--- config.mk ---
export PLATFORM = sky130hd
export DESIGN_NAME = ir_edge_timer
export DESIGN_NICKNAME = d
export VERILOG_FILES = /design/src/rtl/ir_edge_pkg.sv /design/src/rtl/ir_sync.sv /design/src/rtl/ir_level_track.sv /design/src/rtl/ir_dur_counter.sv /design/src/rtl/ir_capture.sv /design/src/rtl/ir_edge_timer.sv
export SDC_FILE = /design/constraint.sdc
export NUM_CORES = 1
export LEC_CHECK = 0
export ABC_CLOCK_PERIOD_IN_PS = 2400
export CAP_MARGIN = 10
export CELL_PAD_IN_SITES_DETAIL_PLACEMENT = 1
export CELL_PAD_IN_SITES_GLOBAL_PLACEMENT = 1
export CORE_ASPECT_RATIO = 0.5
export CORE_MARGIN = 2
export CORE_UTILIZATION = 41
export CTS_BUF_LIST = sky130_fd_sc_hd__clkbuf_8
export DETAILED_ROUTE_END_ITERATION = 7
export HOLD_SLACK_MARGIN = 0.12
export PLACE_DENSITY = 0.76
export SETUP_SLACK_MARGIN = 0.05
export SYNTH_ARGS = -nofsm -noshare
export SYNTH_HDL_FRONTEND = slang
export SYNTH_SLANG_ARGS = --single-unit
export TNS_END_PERCENT = 30
--- constraint.sdc ---
create_clock -name clk_i -period 2.4 [get_ports clk_i]
set_input_delay 0.48 -clock clk_i [delete_from_list [all_inputs] [get_ports clk_i]]
set_output_delay 0.48 -clock clk_i [all_outputs]
set_load 0.01 [all_outputs]
--- src/rtl/ir_edge_pkg.sv ---
package ir_edge_pkg;

    localparam int DEF_DUR_W = 16;
    localparam int DEF_SYNC_STAGES = 2;

    typedef enum logic [1:0] {
        EDGE_NONE = 2'd0,
        EDGE_RISE = 2'd1,
        EDGE_FALL = 2'd2
    } edge_kind_e;

endpackage

--- src/rtl/ir_sync.sv ---
module ir_sync #(
    parameter int   STAGES  = 2,
    parameter logic RST_VAL = 1'b1
) (
    input  logic clk_i,
    input  logic rst_ni,
    input  logic d_i,
    output logic q_o
);

    logic [STAGES-1:0] sh_d;
    logic [STAGES-1:0] sh_q;

    always_comb begin
        sh_d = {sh_q[STAGES-2:0], d_i};
    end

    always_ff @(posedge clk_i or negedge rst_ni) begin
        if (!rst_ni) begin
            sh_q <= {STAGES{RST_VAL}};
        end else begin
            sh_q <= sh_d;
        end
    end

    assign q_o = sh_q[STAGES-1];

endmodule

--- src/rtl/ir_level_track.sv ---
module ir_level_track
    import ir_edge_pkg::*;
(
    input  logic       clk_i,
    input  logic       rst_ni,
    input  logic       rxd_sync_i,
    output logic       pdet_o,
    output edge_kind_e edge_o
);

    logic lvl_d;
    logic lvl_q;

    always_comb begin
        lvl_d = ~rxd_sync_i;
        if (lvl_d && !lvl_q) begin
            edge_o = EDGE_RISE;
        end else if (!lvl_d && lvl_q) begin
            edge_o = EDGE_FALL;
        end else begin
            edge_o = EDGE_NONE;
        end
    end

    always_ff @(posedge clk_i or negedge rst_ni) begin
        if (!rst_ni) begin
            lvl_q <= 1'b0;
        end else begin
            lvl_q <= lvl_d;
        end
    end

    assign pdet_o = lvl_q;

endmodule

--- src/rtl/ir_dur_counter.sv ---
module ir_dur_counter #(
    parameter int W = 16
) (
    input  logic         clk_i,
    input  logic         rst_ni,
    input  logic         tick_i,
    input  logic         restart_i,
    output logic [W-1:0] count_o
);

    localparam logic [W-1:0] CNT_MAX = {W{1'b1}};

    logic [W-1:0] cnt_d;
    logic [W-1:0] cnt_q;

    always_comb begin
        cnt_d = cnt_q;
        if (restart_i) begin
            cnt_d = '0;
        end else if (tick_i && (cnt_q != CNT_MAX)) begin
            cnt_d = cnt_q + 1'b1;
        end
    end

    always_ff @(posedge clk_i or negedge rst_ni) begin
        if (!rst_ni) begin
            cnt_q <= '0;
        end else begin
            cnt_q <= cnt_d;
        end
    end

    assign count_o = cnt_q;

endmodule

--- src/rtl/ir_capture.sv ---
module ir_capture
    import ir_edge_pkg::*;
#(
    parameter int W = 16
) (
    input  logic           clk_i,
    input  logic           rst_ni,
    input  edge_kind_e     edge_i,
    input  logic [W-1:0]   dur_i,
    input  logic           ack_i,
    output logic [2*W-1:0] data_o,
    output logic           rx_flag_o,
    output logic           repeat_o,
    output logic           overrun_o
);

    typedef struct packed {
        logic [W-1:0] mark;
        logic [W-1:0] space;
        logic         rx;
        logic         rep;
        logic         ovr;
        logic         mark_vld;
        logic         space_vld;
    } cap_t;

    cap_t cap_d;
    cap_t cap_q;

    always_comb begin
        cap_d = cap_q;
        if (ack_i) begin
            cap_d.rx  = 1'b0;
            cap_d.ovr = 1'b0;
        end
        if (edge_i != EDGE_NONE) begin
            if (cap_q.rx && !ack_i) begin
                cap_d.ovr = 1'b1;
            end else begin
                cap_d.rx = 1'b1;
                if (edge_i == EDGE_RISE) begin
                    cap_d.rep       = cap_q.space_vld && (cap_q.space == dur_i);
                    cap_d.space     = dur_i;
                    cap_d.space_vld = 1'b1;
                end else begin
                    cap_d.rep      = cap_q.mark_vld && (cap_q.mark == dur_i);
                    cap_d.mark     = dur_i;
                    cap_d.mark_vld = 1'b1;
                end
            end
        end
    end

    always_ff @(posedge clk_i or negedge rst_ni) begin
        if (!rst_ni) begin
            cap_q <= '0;
        end else begin
            cap_q <= cap_d;
        end
    end

    assign data_o    = {cap_q.mark, cap_q.space};
    assign rx_flag_o = cap_q.rx;
    assign repeat_o  = cap_q.rep;
    assign overrun_o = cap_q.ovr;

endmodule

--- src/rtl/ir_edge_timer.sv ---
module ir_edge_timer
    import ir_edge_pkg::*;
#(
    parameter int DUR_W       = DEF_DUR_W,
    parameter int SYNC_STAGES = DEF_SYNC_STAGES
) (
    input  logic               clk_i,
    input  logic               rst_ni,
    input  logic               rxd_i,
    input  logic               carrier_tick_i,
    input  logic               ack_i,
    output logic [2*DUR_W-1:0] data_o,
    output logic               pdet_o,
    output logic               rx_flag_o,
    output logic               repeat_o,
    output logic               overrun_o
);

    logic             rxd_sync;
    edge_kind_e       edge_kind;
    logic [DUR_W-1:0] dur;

    ir_sync #(
        .STAGES (SYNC_STAGES),
        .RST_VAL(1'b1)
    ) u_sync (
        .clk_i (clk_i),
        .rst_ni(rst_ni),
        .d_i   (rxd_i),
        .q_o   (rxd_sync)
    );

    ir_level_track u_level (
        .clk_i     (clk_i),
        .rst_ni    (rst_ni),
        .rxd_sync_i(rxd_sync),
        .pdet_o    (pdet_o),
        .edge_o    (edge_kind)
    );

    ir_dur_counter #(
        .W(DUR_W)
    ) u_count (
        .clk_i    (clk_i),
        .rst_ni   (rst_ni),
        .tick_i   (carrier_tick_i),
        .restart_i(edge_kind != EDGE_NONE),
        .count_o  (dur)
    );

    ir_capture #(
        .W(DUR_W)
    ) u_capture (
        .clk_i    (clk_i),
        .rst_ni   (rst_ni),
        .edge_i   (edge_kind),
        .dur_i    (dur),
        .ack_i    (ack_i),
        .data_o   (data_o),
        .rx_flag_o(rx_flag_o),
        .repeat_o (repeat_o),
        .overrun_o(overrun_o)
    );

endmodule

==> results of run 1 <==
## power breakdown
group	internal, mW	switching [mW]
combinational	0.139	0.129
clock	0.342	0.319
sequential	0.982	0.0386
## how the worst max path moves through the flow
stage                                   from                          endpoint  slack [ns]
floorplan           u_sync.sh_q[1]$_DFF_PN1_  u_capture.data_o[22]$_DFFE_PN0P_        0.44
global placement                       ack_i    u_capture.repeat_o$_DFFE_PN0P_        0.35
detailed placement                     ack_i    u_capture.repeat_o$_DFFE_PN0P_        0.21
CTS                 u_sync.sh_q[1]$_DFF_PN1_    u_capture.repeat_o$_DFFE_PN0P_        0.35
global route        u_sync.sh_q[1]$_DFF_PN1_    u_capture.repeat_o$_DFFE_PN0P_        0.27
finish              u_sync.sh_q[1]$_DFF_PN1_    u_capture.repeat_o$_DFFE_PN0P_        0.37
## per-stage QoR
| step | instance area [sq um] | instances | hold slack, ns |
|---|---|---|---|
| 4_1_cts | 3385 | 369 | 0.1756 |
| 3_5_place_dp | 3263 | 361 | 0.3495 |
| 3_3_place_gp | 3263 | 361 | 0.3471 |
| 5_1_grt | 3385 | 369 | 0.2054 |
| 2_1_floorplan | 3025 | 267 | 0.1844 |
| 6_report | 3385 | 369 | 0.1650 |
## synthesized netlist by cell type (all sizes together) (2+ instances only)
cell / instances / area share [%]
dfrtp: 54 / 45
buf: 48 / 11
mux2: 31 / 12
xnor2: 30 / 8.7
nor2: 15 / 1.9
xor2: 15 / 4.3
nand2: 13 / 1.9
nand4: 10 / 2.6
nand3: 8 / 1.5
nor4: 6 / 1.2
inv: 4 / 0.50
o21ai: 4 / 0.79
a21oi: 3 / 0.50
a211oi: 2 / 0.50
and3: 2 / 0.58
clkbuf: 2 / 0.29
dfstp: 2 / 1.7
ha: 2 / 0.83
nand2b: 2 / 0.41
nand4b: 2 / 0.58
nor3: 2 / 0.33
## routing by layer
| metal | vias up | routed length, um |
|---|---|---|
| li1 | 874 | - |
| met3 | 5 | 243 |
| met2 | 33 | 3063 |
| met5 | - | 0 |
| met1 | 971 | 3363 |
| met4 | 0 | 61 |
## cell families (layout without fill, tap and decap cells)
| family | Yosys count | in the layout | synth area share (%) |
|---|---|---|---|
| simple gates | 66 | 66 | 13.07 |
| flops | 56 | 56 | 46.40 |
| buf+inv | 54 | 60 | 12.08 |
| xor+xnor | 45 | 45 | 13.03 |
| mux | 31 | 31 | 11.54 |
| compound gates | 13 | 13 | 3.060 |
| fa+ha+maj | 2 | 2 | 0.8270 |
## layout make-up
| class | instances | area (sq um) | area share, % |
|---|---|---|---|
| inverters | 4 | 15.01 | 0.4436 |
| clock inverters | 2 | 38.79 | 1.146 |
| repair buffers | 48 | 467.9 | 13.83 |
| flip-flops and latches | 56 | 1404 | 41.48 |
| well taps | 96 | 120.1 | 3.549 |
| clock buffers | 6 | 82.58 | 2.440 |
| multi-input cells | 157 | 1256 | 37.12 |
## critical path: cells and delay by family, from the launching register on
family	cells	cell delay, ns
and+or+nand+nor	3	0.63
adders and majority gates	1	0.42
DFF	1	0.53
buffers and inverters	2	0.25
AOI/OAI and AO/OA	1	0.14
## registers in the layout (all words and copies together), names as in the netlist
name                 cells
u_level.pdet_o           1
u_sync.sh_q              2
u_count.count_o         16
u_capture.repeat_o       1
u_capture.cap_q          2
u_capture.rx_flag_o      1
u_capture.overrun_o      1
u_capture.data_o        32
==> impl_metrics.py, run 1 <==
metrics = {
    "run_status": {
        "status": "complete, no violations",
    },
    "worst_setup_path": {
        "cp-end-kind": "register",
        "rrSetupSlack_ns": 0.37,
        "required_ns": 2.65,
        "r2r_cells": 7,
        "r2r_start": "u_sync.sh_q[1]$_DFF_PN1_",
        "cp_max_fo": 18,
        "critPathSlowestCell": "dfstp_2",
        "cp-start-kind": "register",
        "arrival_ns": 2.29,
        "r2r_end": "u_capture.repeat_o$_DFFE_PN0P_",
        "critPathKind": "register to register",
        "critPathMaxStageDelay_ns": 0.53,
        "cp_cell_sequence": "inv_1 > ha_1 > nor3b_4 > buf_12 > nand4_1 > nor4_1 > a211o_1",
    },
    "place": {
        "dp_hpwl_um": 5061,
        "place.gp.congestion": 0.8483,
        "place_ws_ns": 0.2136,
        "portBuffers": 40,
    },
    "pwr": {
        "p_leak_nw": 1.507,
        "peakVddDrop_uv": 223.7,
        "power_per_cell_area_mw_per_mm2": 575.7,
        "power_mw": 1.949,
    },
    "clocking": {
        "cts_tree": "yes",
        "cts_htree_levels": 2,
        "cts_setup_buffers": 0,
        "clk_pin_slew_ns": 0.11,
        "clockBufferDepth": 2,
        "post_cts_resized": 0,
        "root_buffer": "clkbuf_8",
        "postCtsHoldBufs": 0,
        "clock_sinks": 56,
        "cts_made_buffers": 5,
        "clk_latency_ns": 0.32,
    },
    "drt": {
        "first_iter_violations": 39,
        "postRouteAntennaNets": 0,
        "vias": 1883,
        "wl_per_cell_um": 18.24,
        "drc": 0,
        "drt_pass1_iterations": 4,
        "viasPerCell": 5.103,
        "drt-total-wl_um": 6732,
    },
    "global_routing": {
        "grt_max_degree": 27,
        "grt_use_met3_pct": 3.220,
        "antenna_found_initial": 0,
        "grt-ovfl-total": 0,
        "grt_pass1_wl_um": 11270,
        "grt_usage_pct": 18.05,
        "grtUsageMet1_pct": 25.85,
        "busiest_layer": "met2",
        "grt_pass1_vias": 2066,
        "use_met2_pct": 28.51,
    },
    "floorplan": {
        "initial_core_util_pct": 41.79,
        "fp.dieW_um": 125.5,
        "fp-row-count": 22,
        "core-area_sq_mm": 0.007239,
        "fp.dieH_um": 64.74,
        "io_pins": 41,
        "fp.dieArea_sq_mm": 0.008124,
    },
    "sta": {
        "worst_pin_slew_ns": 0.6186,
        "fin_crit_sh_pct": 84.78,
        "fmax_ghz": 0.4915,
        "setup_tns_ns": 0,
        "final.setup_skew_ns": 0.01385,
        "setup_viol": 0,
        "drv_slew": 0,
        "fin_crit_ns": 2.035,
        "hold_violations": 0,
        "setup_ws_ns": 0.3654,
        "rsz0062_at_grt": "false",
        "max_slew_margin_pct": 58.44,
    },
    "yosys": {
        "avgSynthCellArea_sq_um": 11.33,
        "ys_seq_area_share_pct": 46.40,
        "ys_seq_elements": 56,
        "synth_edf_count": 0,
        "postSynthCellCount": 267,
        "synthFlopType": "dfrtp_1",
        "async_reset_ff_share_pct": 100.0,
        "synth_area_sq_mm": 0.003025,
        "ys_types": 41,
        "synth_nets": 274,
        "synth_warnings": 0,
    },
    "final_layout": {
        "final_util_pct": 46.75,
        "layout_commonest_cell": "dfrtp_1",
        "drive_above_1_share_pct": 21.98,
        "final_cell_mix": "dfrtp_1 (54), clkdlybuf4s50_1 (39), mux2_2 (30), xnor2_1 (30)",
        "fill_cells": 779,
        "nets": 279,
        "antenna_cells": 0,
        "synthToLayoutAreaGrowth_pct": 11.87,
    },
    "min_path": {
        "hp-class": "primary input to async pin",
    },
    "job": {
        "maxCapViolations": 0,
    },
}
(Power assumes the default switching activity.)
==> run 2, diff against run 1 <==
- ABC_CLOCK_PERIOD_IN_PS: 2400 -> 1800
- PLACE_DENSITY: 0.76 -> 0.79
- clock period: 2.4 -> 1.8 ns (I/O delays scaled with it)
==> run 2 against run 1 <==
  * The run now ends with setup timing left
  * Via count up 9.8%
  * Flip-flop and latch count unchanged
  * Clock power up 33%
  * First-iteration DRC count rose to 2.8 times the previous value
  * Die area unchanged
  * Critical path type is now primary input to register
  * Critical endpoint is now u_count.count_o[15]$_DFFE_PN0P_
==> impl_metrics.py, run 2 (synthesized netlist as in run 1, its figures left out) <==
metrics = {
    "min_path": {
        "hp-class": "register to register",
        "holdCritStartpoint": "u_sync.sh_q[0]$_DFF_PN1_",
        "min_to": "u_sync.sh_q[1]$_DFF_PN1_",
        "holdPathStages": 0,
    },
    "pwr": {
        "p_clk_share_pct": 32.6,
        "power_per_cell_area_mw_per_mm2": 717.2,
        "pwr-share-comb_pct": 17.5,
        "power_mw": 2.705,
        "p_sw_uw": 726.5,
        "seqPwrFrac_pct": 49.9,
        "p_leak_nw": 1.716,
        "swShare_pct": 26.86,
        "p_int_mw": 1.978,
        "peakVddDrop_uv": 305.3,
    },
    "clocking": {
        "clk_pin_slew_ns": 0.11,
        "root_buffer": "clkbuf_8",
        "cts_made_buffers": 5,
        "clock_sinks": 56,
        "clk_latency_ns": 0.33,
        "cts_tree": "yes",
        "cts_htree_levels": 2,
        "clockBufferDepth": 2,
    },
    "drt": {
        "first_iter_violations": 110,
        "drc": 0,
        "wl_per_cell_um": 20.25,
        "viasPerCell": 5.249,
        "drt_pass1_iterations": 4,
        "top_layer": "met4",
        "wl_met3_um": 546,
        "met1Wirelength_um": 3379,
        "postRouteAntennaNets": 0,
        "vias": 2068,
        "wl_met2_um": 3873,
        "drt-total-wl_um": 7980,
    },
    "final_layout": {
        "layout_commonest_cell": "dfrtp_1",
        "nets": 304,
        "largest_reg_flops": 32,
        "antenna_cells": 0,
        "synthToLayoutAreaGrowth_pct": 24.65,
        "final_cell_mix": "dfrtp_1 (51), clkdlybuf4s50_1 (39), xnor2_1 (30), mux2_4 (27), buf_4 (23)",
        "final_area_sq_mm": 0.003771,
        "drive_above_1_share_pct": 31.54,
        "final_cells": 394,
    },
    "run_status": {
        "status": "complete, but fails checks",
        "failed_checks": "setup timing",
    },
    "job": {
        "maxCapViolations": 0,
    },
    "floorplan": {
        "io_pins": 41,
        "core-area_sq_mm": 0.007239,
        "fp-row-count": 22,
        "fp.dieH_um": 64.74,
        "fp.dieArea_sq_mm": 0.008124,
        "initial_core_util_pct": 41.79,
        "fp.dieW_um": 125.5,
    },
    "worst_setup_path": {
        "r2r_end": "u_count.count_o[15]$_DFFE_PN0P_",
        "cp-start-kind": "primary input",
        "critPathMaxStageDelay_ns": 0.51,
        "critPathKind": "primary input to register",
        "critPathSlowestCell": "nor4_1",
        "required_ns": 2.03,
        "r2r_start": "u_count.count_o[0]$_DFFE_PN0P_",
        "arrival_ns": 2.13,
        "cp_max_fo": 5,
        "cp_cell_sequence": "clkdlybuf4s50_1 > and3_1 > nand3_1 > nor4_1 > xnor2_1 > nor2_1",
        "rrSetupSlack_ns": -0.09,
        "r2r_cells": 6,
        "cp-end-kind": "register",
    },
    "place": {
        "dpl-instance-area_sq_mm": 0.003426,
        "portBuffers": 40,
        "dp_cells": 381,
        "place.gp.congestion": 0.8625,
        "place_ws_ns": -0.2516,
        "dp_hpwl_um": 5310,
    },
    "global_routing": {
        "grt_pass1_vias": 2228,
        "grt_usage_pct": 19.14,
        "grt_pass1_wl_um": 11860,
        "grt_max_degree": 57,
        "grt-ovfl-total": 0,
        "antenna_found_initial": 0,
    },
    "sta": {
        "drv_slew": 0,
        "fin_crit_sh_pct": 106.0,
        "worst_pin_slew_ns": 0.5597,
        "fmax_ghz": 0.5243,
        "fin_crit_ns": 1.907,
        "setup_tns_ns": -0.1074,
        "setup_ws_ns": -0.1074,
        "hold_violations": 0,
        "final.setup_skew_ns": 0.01209,
        "rsz0062_at_grt": "true",
        "max_slew_margin_pct": 62.35,
        "setup_viol": 1,
    },
}
## run 2: power by group through the flow
| stage | registers [mW] | clock network, mW | logic, mW |
|---|---|---|---|
| 6_report | 1.35 | 0.881 | 0.474 |
| 2_1_floorplan | 1.37 | 0 | 0.224 |
| 3_5_place_dp | 1.37 | 0 | 0.408 |
| 5_1_grt | 1.36 | 0.937 | 0.498 |
| 3_3_place_gp | 1.37 | 0 | 0.396 |
| 4_1_cts | 1.35 | 0.895 | 0.416 |
## run 2: layer usage
layer | vias to the layer above | global-route usage [%]
met2 | 63 | 30.95
met3 | 13 | 5.367
met5 | - | 0
li1 | 922 | -
met4 | 0 | 7.083
met1 | 1070 | 24.82
## run 2: worst max path at each step
stage	endpoint	startpoint	depth (start not counted)	slack, ns
2_1_floorplan	u_capture.data_o[22]$_DFFE_PN0P_	u_sync.sh_q[1]$_DFF_PN1_	5	0.03
3_3_place_gp	u_capture.data_o[30]$_DFFE_PN0P_	ack_i	5	-0.13
3_5_place_dp	u_count.count_o[15]$_DFFE_PN0P_	carrier_tick_i	6	-0.25
4_1_cts	u_count.count_o[3]$_DFFE_PN0P_	u_count.count_o[11]$_DFFE_PN0P_	5	0.01
5_1_grt	u_count.count_o[15]$_DFFE_PN0P_	u_count.count_o[0]$_DFFE_PN0P_	6	-0.16
6_report	u_count.count_o[15]$_DFFE_PN0P_	carrier_tick_i	6	-0.11
## run 2: metrics by stage
stage	utilization (%)	hold WS, ns
3_5_place_dp	47.32	0.3490
2_1_floorplan	-	0.06441
6_report	52.09	0.3625
4_1_cts	49.34	0.3642
5_1_grt	52.09	0.3700
3_3_place_gp	47.32	0.3472
## run 2: worst max-delay path, delay by kind of cell
kind / cells / cell delay (ns)
simple gates: 4 / 1.08
xor+xnor: 1 / 0.20
buf+inv: 1 / 0.50
## run 2: area by class of cell
cell class,instances,area (sq um)
Tap cell,96,120.1
Multi-Input combinational cell,157,1404
Fill cell,764,3468
Clock inverter,3,46.29
Timing Repair Buffer,73,709.4
Sequential cell,56,1408
Inverter,4,15.01
Clock buffer,5,68.82
## run 2: repair_timing
action | 4_1_cts | 5_1_grt
setup buffers | 0 | 3
endpoints found under the setup margin | 24 | 39
gates cloned | 0 | 1
endpoints found under the hold margin | 54 | 0
hold buffers | 1 | 0
gates resized for setup | 5 | 45
pin swaps | 0 | 4
==> run 3, diff against run 2 <==
- SYNTH_HIERARCHICAL: not set -> 1
==> run 3 against run 2 <==
  * The flow still finishes with violations (setup timing)
  * Global-route usage rose by 0.82 points
  * Clock-buffer cell count is 2 higher
  * Via count increased by 11%
  * Die area up 1.8%
  * Utilization up 0.60 points
  * Sequential share of layout area fell by 0.77 points
  * Flip-flop and latch count unchanged
  * Power fell by 7.9%
  * Cell area increased by 1.9%
  * Hold slack better by 0.0026 ns
  * Clock power fell by 12%
  * Largest power group unchanged
==> impl_metrics.py, run 3 <==
metrics = {
    "final_layout": {
        "seqCellArea_sq_mm": 0.001405,
        "antenna_cells": 0,
        "synthToLayoutAreaGrowth_pct": 24.73,
        "multiInputGateArea_sq_mm": 0.001441,
        "fill_cells": 753,
        "nets": 323,
        "largest_reg_flops": 32,
        "drive_above_1_share_pct": 34.59,
        "final_cell_mix": "dfrtp_1 (53), clkdlybuf4s50_1 (39), buf_4 (34), mux2_2 (23), xor2_1 (17)",
        "layout_commonest_cell": "dfrtp_1",
    },
    "yosys": {
        "async_reset_ff_share_pct": 100.0,
        "synth_area_sq_mm": 0.003082,
        "ys_types": 43,
        "synth_commonest_cells": "dfrtp_1 (54), buf_4 (32), mux2_2 (23), xor2_1 (17), xnor2_1 (15)",
        "synth_nets": 275,
        "synth_top_area_cell": "dfrtp_1",
        "synth_edf_count": 0,
        "synth_most_common_cell": "dfrtp_1",
        "postSynthCellCount": 269,
        "ys_seq_area_share_pct": 45.55,
        "avgSynthCellArea_sq_um": 11.46,
        "synth_warnings": 6,
        "synthTopCellsByArea": "dfrtp_1 (44%), mux2_2 (8.4%), buf_4 (7.8%), xor2_1 (4.8%), mux2_4 (4.4%)",
        "synthFlopType": "dfrtp_1",
        "yosysTopAreaCellShare_pct": 43.85,
        "ys_seq_elements": 56,
    },
    "drt": {
        "postRouteAntennaNets": 0,
        "drt_pass1_iterations": 4,
        "wl_per_cell_um": 20.22,
        "viasPerCell": 5.539,
        "drt-total-wl_um": 8370,
        "first_iter_violations": 104,
        "vias": 2293,
        "drc": 0,
    },
    "sta": {
        "fin_crit_ns": 1.802,
        "max_slew_margin_pct": 65.08,
        "fmax_ghz": 0.5551,
        "setup_ws_ns": -0.001553,
        "fin_crit_sh_pct": 100.1,
        "hold_violations": 0,
        "final.setup_skew_ns": 0.01319,
        "worst_pin_slew_ns": 0.5238,
        "rsz0062_at_grt": "true",
        "drv_slew": 0,
        "setup_viol": 1,
        "setup_tns_ns": -0.001553,
    },
    "floorplan": {
        "fp-row-count": 22,
        "fp.dieArea_sq_mm": 0.008268,
        "core-area_sq_mm": 0.007295,
        "io_pins": 41,
        "fp.dieH_um": 65.31,
        "fp.dieW_um": 126.6,
        "initial_core_util_pct": 42.25,
    },
    "clocking": {
        "cts_htree_levels": 2,
        "cts_tree": "yes",
        "cts_made_buffers": 5,
        "clockBufferDepth": 2,
        "root_buffer": "clkbuf_8",
        "clk_latency_ns": 0.32,
        "clk_pin_slew_ns": 0.11,
        "clock_sinks": 56,
    },
    "place": {
        "portBuffers": 40,
        "place_ws_ns": -0.1203,
        "place.gp.congestion": 0.8171,
        "dp_hpwl_um": 5647,
    },
    "pwr": {
        "p_int_mw": 1.842,
        "swShare_pct": 26.05,
        "peakVddDrop_uv": 407.6,
        "p_sw_uw": 648.8,
        "pwr-share-comb_pct": 15.1,
        "p_leak_nw": 1.757,
        "p_clk_share_pct": 31.0,
        "power_mw": 2.491,
        "seqPwrFrac_pct": 53.8,
        "power_per_cell_area_mw_per_mm2": 648.0,
    },
    "worst_setup_path": {
        "critPathMaxStageDelay_ns": 0.52,
        "cp-end-kind": "register",
        "critPathSlowestCell": "or4_1",
        "cp-start-kind": "register",
        "critPathKind": "register to register",
        "r2r_start": "u_count/count_o[0]$_DFFE_PN0P_",
        "required_ns": 2.05,
        "cp_max_fo": 8,
        "cp-startpoint": "u_count/count_o[0]$_DFFE_PN0P_",
        "arrival_ns": 2.05,
        "cp_cell_sequence": "ha_4 > and4_4 > o211ai_4 > or4_1 > a21oi_1",
        "rrSetupSlack_ns": -0.002,
    },
    "min_path": {
        "hp-class": "register to register",
        "holdCritStartpoint": "u_sync/sh_q[0]$_DFF_PN1_",
    },
    "run_status": {
        "failed_checks": "setup timing",
        "status": "complete, but fails checks",
    },
    "global_routing": {
        "grt_pass1_vias": 2409,
        "antenna_found_initial": 0,
        "grt_max_degree": 21,
        "grt-ovfl-total": 0,
        "grt_usage_pct": 19.96,
        "grt_pass1_wl_um": 12780,
    },
    "job": {
        "maxCapViolations": 0,
    },
}
## run 3: cell count changes after synthesis, moves of 6 or more
cell,before,now
buf_2,9,1
o31ai_1,0,7
nor2_1,15,6
mux2_2,30,23
buf_4,38,32
a21oi_1,3,13
xnor2_1,30,15
mux2_4,0,9
## run 3: what timing repair did
action                     in CTS  in global routing
setup buffers                   6                  4
setup endpoints to repair      15                 24
resized for setup               4                 20
pin swaps                       3                  7
hold buffers                    1                  0
hold endpoints to repair       16                  0
## run 3: area by class of cell
cell class	count	area share (%)
multi-input combinational	167	37.50
sequential	56	36.56
timing repair buffer	81	19.63
tap	96	3.125
clock buffer	7	2.507
inverter	6	0.5859
clock inverter	1	0.09766
## run 3: per-layer routing
layer / vias up / global-route usage (%) / wire (um)
met3: 19 / 4.072 / 389
met2: 64 / 34.63 / 4066
met5: - / 0 / 0
met4: 0 / 4.808 / 162
li1: 1021 / - / -
met1: 1189 / 26.00 / 3751
## run 3: worst paths after layout
kind                                               endpoint  cells after the start
max                         u_count/count_o[14]$_DFFE_PN0P_                      5
min                                u_sync/sh_q[1]$_DFF_PN1_                      0
max reg2reg                 u_count/count_o[14]$_DFFE_PN0P_                      5
min reg2reg                        u_sync/sh_q[1]$_DFF_PN1_                      0
max in group asynchronous  u_capture/data_o[16]$_DFFE_PN0P_                      3
min in group asynchronous   u_count/count_o[12]$_DFFE_PN0P_                      2
## run 3: cell families after synthesis
group | share of synthesized area (%)
mux | 14.25
flops | 45.55
compound gates | 5.602
xor+xnor | 9.095
buf+inv | 10.56
fa+ha+maj | 0.4059
simple gates | 14.54
## run 3: metrics by stage
stage | cell area [sq um] | util (%) | std cells | hold WS (ns)
2_1_floorplan | 3082 | - | 269 | 0.06441
3_3_place_gp | 3557 | 48.77 | 395 | 0.3470
3_5_place_dp | 3557 | 48.77 | 395 | 0.3517
4_1_cts | 3737 | 51.24 | 410 | 0.3659
5_1_grt | 3844 | 52.69 | 414 | 0.3730
6_report | 3844 | 52.69 | 414 | 0.3651
## run 3: critical path, delay by kind of cell, from the launching register on
kind / cells / cell delay (ns)
AOI/OAI and AO/OA: 2 / 0.31
adders and majority gates: 1 / 0.19
DFF: 1 / 0.45
and+or+nand+nor: 2 / 0.78
## run 3: power by group through the flow
stage	Sequential [mW]	Combinational, mW	Clock, mW
2_1_floorplan	1.37	0.186	0
3_3_place_gp	1.36	0.335	0
3_5_place_dp	1.36	0.351	0
4_1_cts	1.34	0.368	0.776
5_1_grt	1.35	0.408	0.845
6_report	1.34	0.377	0.773
